==> src/rtl/rxdet_pkg.sv <==
package rxdet_pkg;

    typedef enum logic [1:0] {
        ST_IDLE   = 2'd0,
        ST_CHARGE = 2'd1,
        ST_REPORT = 2'd2,
        ST_HOLD   = 2'd3
    } rxdet_state_e;

    localparam logic [1:0] PD_DETECT   = 2'b10;
    localparam logic [2:0] CODE_ABSENT = 3'b000;
    localparam logic [2:0] CODE_PRESENT = 3'b011;
    localparam logic [2:0] CODE_NONE   = 3'b000;

endpackage

==> src/rtl/rxdet_timer.sv <==
module rxdet_timer #(
    parameter int SLOW_CYC = 600,
    localparam int CW = $clog2(SLOW_CYC + 1)
) (
    input  logic          clk,
    input  logic          rst_n,
    input  logic          run,
    output logic [CW-1:0] cnt,
    output logic          at_last
);

    localparam logic [CW-1:0] LAST = CW'(SLOW_CYC - 1);

    always_ff @(posedge clk or negedge rst_n) begin
        if (!rst_n) begin
            cnt <= '0;
        end else if (!run) begin
            cnt <= '0;
        end else if (cnt != LAST) begin
            cnt <= cnt + 1'b1;
        end
    end

    assign at_last = run && (cnt == LAST);

    // the count never passes the long window
    a_r6_cnt_bounded: assert property (@(posedge clk) disable iff (!rst_n)
        cnt <= LAST);

endmodule

==> src/rtl/rxdet_classify.sv <==
module rxdet_classify
    import rxdet_pkg::*;
#(
    parameter int FAST_CYC = 18,
    parameter int SLOW_CYC = 600,
    localparam int CW = $clog2(SLOW_CYC + 1)
) (
    input  logic [CW-1:0] cnt,
    input  logic          crossed,
    output logic [2:0]    verdict
);

    localparam logic [CW-1:0] FAST_LIM = CW'(FAST_CYC);

    always_comb begin
        if (crossed && (cnt < FAST_LIM)) begin
            verdict = CODE_ABSENT;
        end else begin
            verdict = CODE_PRESENT;
        end
    end

endmodule

==> src/rtl/rxdet_seq.sv <==
module rxdet_seq
    import rxdet_pkg::*;
#(
    parameter int FAST_CYC = 18,
    parameter int SLOW_CYC = 600
) (
    input  logic       clk,
    input  logic       rst_n,
    input  logic [1:0] pd_mode,
    input  logic       det_req,
    input  logic       cmp_hi,
    output logic       charge_on,
    output logic       stat_vld,
    output logic [2:0] stat_code
);

    localparam int CW = $clog2(SLOW_CYC + 1);

    rxdet_state_e state_q, state_d;
    logic [2:0]    result_q;
    logic [2:0]    verdict;
    logic [CW-1:0] cnt;
    logic          at_last;
    logic          in_charge;

    assign in_charge = (state_q == ST_CHARGE);

    rxdet_timer #(.SLOW_CYC(SLOW_CYC)) u_timer (
        .clk     (clk),
        .rst_n   (rst_n),
        .run     (in_charge),
        .cnt     (cnt),
        .at_last (at_last)
    );

    rxdet_classify #(.FAST_CYC(FAST_CYC), .SLOW_CYC(SLOW_CYC)) u_class (
        .cnt     (cnt),
        .crossed (cmp_hi),
        .verdict (verdict)
    );

    // next-state logic
    always_comb begin
        state_d = state_q;
        unique case (state_q)
            ST_IDLE: begin
                if (det_req) begin
                    state_d = (pd_mode == PD_DETECT) ? ST_CHARGE : ST_HOLD;
                end
            end
            ST_CHARGE: begin
                if (!det_req) begin
                    state_d = ST_IDLE;
                end else if (cmp_hi || at_last) begin
                    state_d = ST_REPORT;
                end
            end
            ST_REPORT: begin
                state_d = det_req ? ST_HOLD : ST_IDLE;
            end
            ST_HOLD: begin
                if (!det_req) begin
                    state_d = ST_IDLE;
                end
            end
            default: state_d = ST_IDLE;
        endcase
    end

    // state register and result latch
    always_ff @(posedge clk or negedge rst_n) begin
        if (!rst_n) begin
            state_q  <= ST_IDLE;
            result_q <= CODE_NONE;
        end else begin
            state_q <= state_d;
            if (in_charge && det_req && (cmp_hi || at_last)) begin
                result_q <= verdict;
            end
        end
    end

    // outputs
    always_comb begin
        charge_on = 1'b0;
        stat_vld  = 1'b0;
        stat_code = CODE_NONE;
        unique case (state_q)
            ST_IDLE:   ;
            ST_CHARGE: charge_on = 1'b1;
            ST_REPORT: begin
                stat_vld  = 1'b1;
                stat_code = result_q;
            end
            ST_HOLD:   ;
            default:   ;
        endcase
    end

    // charging only starts from a request seen in the detect power-down code
    a_r2_start_gated: assert property (@(posedge clk) disable iff (!rst_n)
        $rose(charge_on) |-> $past(det_req && pd_mode == PD_DETECT));

    // the strobe lasts one cycle
    a_r7_single_strobe: assert property (@(posedge clk) disable iff (!rst_n)
        stat_vld |=> !stat_vld);

    // charging and the strobe never overlap
    a_r7_no_overlap: assert property (@(posedge clk) disable iff (!rst_n)
        !(stat_vld && charge_on));

    // only the two legal result codes appear on the strobe
    a_r5_code_legal: assert property (@(posedge clk) disable iff (!rst_n)
        stat_vld |-> (stat_code == CODE_ABSENT || stat_code == CODE_PRESENT));

    // no re-arm directly after a report
    a_r9_no_rearm: assert property (@(posedge clk) disable iff (!rst_n)
        stat_vld |=> !charge_on);

    // a withdrawn request during charge aborts silently
    a_r10_abort: assert property (@(posedge clk) disable iff (!rst_n)
        (charge_on && !det_req) |=> (!charge_on && !stat_vld));

endmodule

==> config.mk <==
export PLATFORM = sky130hd
export DESIGN_NAME = rxdet_seq
export DESIGN_NICKNAME = d
export VERILOG_FILES = /design/src/rtl/rxdet_pkg.sv /design/src/rtl/rxdet_timer.sv /design/src/rtl/rxdet_classify.sv /design/src/rtl/rxdet_seq.sv
export SDC_FILE = /design/constraint.sdc
export NUM_CORES = 1
export LEC_CHECK = 0
export CORE_UTILIZATION = 45
export DETAILED_ROUTE_END_ITERATION = 6
export HOLD_SLACK_MARGIN = 0.15
export PLACE_DENSITY = 0.69
export SYNTH_ARGS = -nofsm -noshare
export SYNTH_HDL_FRONTEND = slang
export SYNTH_SLANG_ARGS = --single-unit
export TNS_END_PERCENT = 30
==> constraint.sdc <==
create_clock -name clk -period 2.56 [get_ports clk]
set_input_delay 0.768 -clock clk [delete_from_list [all_inputs] [get_ports clk]]
set_output_delay 0.768 -clock clk [all_outputs]
set_load 0.02 [all_outputs]
==> results.yml <==
run_status:
  status: "finished, final reports clean"
sta:
  slew_headroom: 0.611
  finalCritPeriodShare: 0.909
  setup_ws_ns: 0.232
  finalSetupTns_ns: 0
  max_freq_mhz: 430
  worst_pin_slew_ns: 0.581
  fin_skew_ns: 0.00429
  hold_ws_ns: 0.508
  slew_viol_final: 0
  setup_viol: 0
  min_period_ns: 2.33
  hold_viol: 0
  grt_setup_unrepaired: "false"
finish:
  fin_nets: 87
  final_common_cell: "dfrtp_1"
  diodes: 0
  fillerInstances: 120
  finalNonFillerCells: 94
  final_area_um2: 796
  area_growth_pct: 16.5
  layout_common_cells: "dfrtp_1 (13), clkdlybuf4s50_1 (9), nor2_1 (8)"
  drive_gt1_frac: 0.101
  fin_util: 0.589
global_routing:
  track_usage: 0.177
  overflow: 0
  grt_max_degree: 14
  antenna_found_initial: 0
  grt_first_pass_wirelength_mm: 1.84
  grt_pass1_vias: 426
clock_tree:
  clk_path_buf_depth: 2
  clk_transition_reported_paths_ns: 0.08
  post_cts_resized: 0
  cts.sinks: 13
  cts_made_buffers: 3
  htree_levels: 1
  cts_setup_buffers: 0
  root_buffer: "clkbuf_4"
  cts_hold_buf: 0
  tritoncts: "done"
  clkLatencyLatePin_ns: 0.27
placed_design:
  placed_cells: 90
  numPortBuffers: 9
  routabilityCongestion: 0.836
  place_area_um2: 769
  preCtsSetupSlack_ns: 0.492
  hpwl_um: 864
routing:
  final_antenna_net_count: 0
  firstDrtPassIters: 2
  post_drt_wl_per_cell_um: 12.7
  drt_iter0_drc: 5
  dr_total_vias: 531
  drc: 0
  finalWirelength_mm: 1.20
  avgViaCountPerCell: 5.65
synthesis:
  yosysSeqAreaShare: 0.476
  synthCells: 69
  syn_nets: 76
  ys_seq_elements: 13
  avgSynthCellArea_um2: 9.90
  synth_area_um2: 683
  synth_cell_types: 30
  yosys_warnings: 0
setup_path:
  cp.arrival_ns: 1.56
  r2r_setup_slack_ns: 0.80
  cp-start-kind: "register"
  crit_required_ns: 1.79
  path_class: "reg -> out"
  critPathMaxFanout: 3
  end_kind: "output port"
power:
  p_leak_nw: 0.347
  finalPower_mw: 0.401
  ir_worst_vdd_mv: 0.273
  p_per_area_nw_per_um2: 504
floorplan:
  num_rows: 13
  die_area_um2: 1680
  start_util: 0.506
  io_pins: 11
  die_w_um: 41.0
  core_area_um2: 1350
  die-height_um: 41.0
flow_run:
  maxCapViolCount: 0
hold_path:
  hp-class: "reg -> reg"
-- worst max-delay path: stages (launching register included) --
cell and delay (ns):
dfrtp_1 0.39, nor2b_1 0.15, and2_1 0.15, clkdlybuf4s50_1 0.60
-- cell type report --
type                            instances  area (um^2)  share of cell area
Tap cell                               15         18.8              0.0236
Timing Repair Buffer                   10         97.6               0.123
Inverter                                2         7.51             0.00943
Sequential cell                        13          325               0.409
Clock buffer                            4         26.3              0.0330
Multi-Input combinational cell         50          320               0.403
-- per-layer routing --
| metal | global-route usage | up-vias | share of wire |
|---|---|---|---|
| met5 | 0 | - | 0 |
| met1 | 0.240 | 253 | 0.49 |
| met4 | 0.125 | 0 | 0.0033 |
| met3 | 0.0489 | 2 | 0.056 |
| met2 | 0.238 | 12 | 0.45 |
| li1 | - | 264 | - |
-- worst paths after layout --
check / from / to / cells after the start
max in group asynchronous: rst_n / u_timer.cnt[0] / 1
hold reg to reg: result_q[0] / result_q[0] / 1
min in group asynchronous: rst_n / u_timer.cnt[6] / 1
setup reg to reg: u_timer.cnt[0] / result_q[0] / 5
setup / recovery: state_q[0] / stat_code[0] / 3
hold / removal: result_q[0] / result_q[0] / 1
-- cells in the mapped netlist --
cell type,n,area share
a21oi_1,3,0.022
and2_1,2,0.018
and3_1,1,0.0092
and3b_1,1,0.013
and4_2,1,0.015
and4b_1,1,0.015
buf_4,2,0.022
buf_6,1,0.016
clkbuf_1,1,0.0055
conb_1,1,0.0055
dfrtp_1,13,0.48
ha_1,1,0.018
inv_1,2,0.011
mux2_2,1,0.016
mux2i_1,1,0.015
nand2_1,3,0.016
nand2b_1,1,0.0092
nand3_1,4,0.029
nand4_1,3,0.027
nor2_1,8,0.044
nor2b_1,1,0.0092
nor3_1,2,0.015
o211ai_1,1,0.011
o21ai_0,3,0.022
o311a_2,1,0.016
o311ai_0,1,0.013
or3_1,2,0.018
or4b_2,1,0.015
xnor2_1,1,0.013
xor2_1,5,0.064
-- where the power goes --
| part | total, mW | internal [mW] | switching (mW) |
|---|---|---|---|
| clock | 0.128 | 0.0604 | 0.0673 |
| combinational | 0.0534 | 0.0275 | 0.0260 |
| sequential | 0.220 | 0.214 | 0.00588 |
| total | 0.401 | 0.302 | 0.0992 |
-- logic make-up (layout without fill, tap and decap cells) --
| logic type | count (synthesis) | in the layout | synth area share |
|---|---|---|---|
| AOI/OAI and AO/OA | 9 | 9 | 0.0842 |
| DFF | 13 | 13 | 0.476 |
| xor gates and xnor gates | 6 | 6 | 0.0769 |
| muxes | 2 | 2 | 0.0311 |
| buffers and inverters | 6 | 16 | 0.0549 |
| other | 1 | 1 | 0.00549 |
| adders and majority gates | 1 | 1 | 0.0183 |
| and+or+nand+nor | 31 | 31 | 0.253 |
-- flip-flops by register name, indices dropped and copies added, names as in the netlist --
name and count:
result_q 1, state_q 2, u_timer.cnt 10
Note: power is estimated with default switching activity, not from simulation.
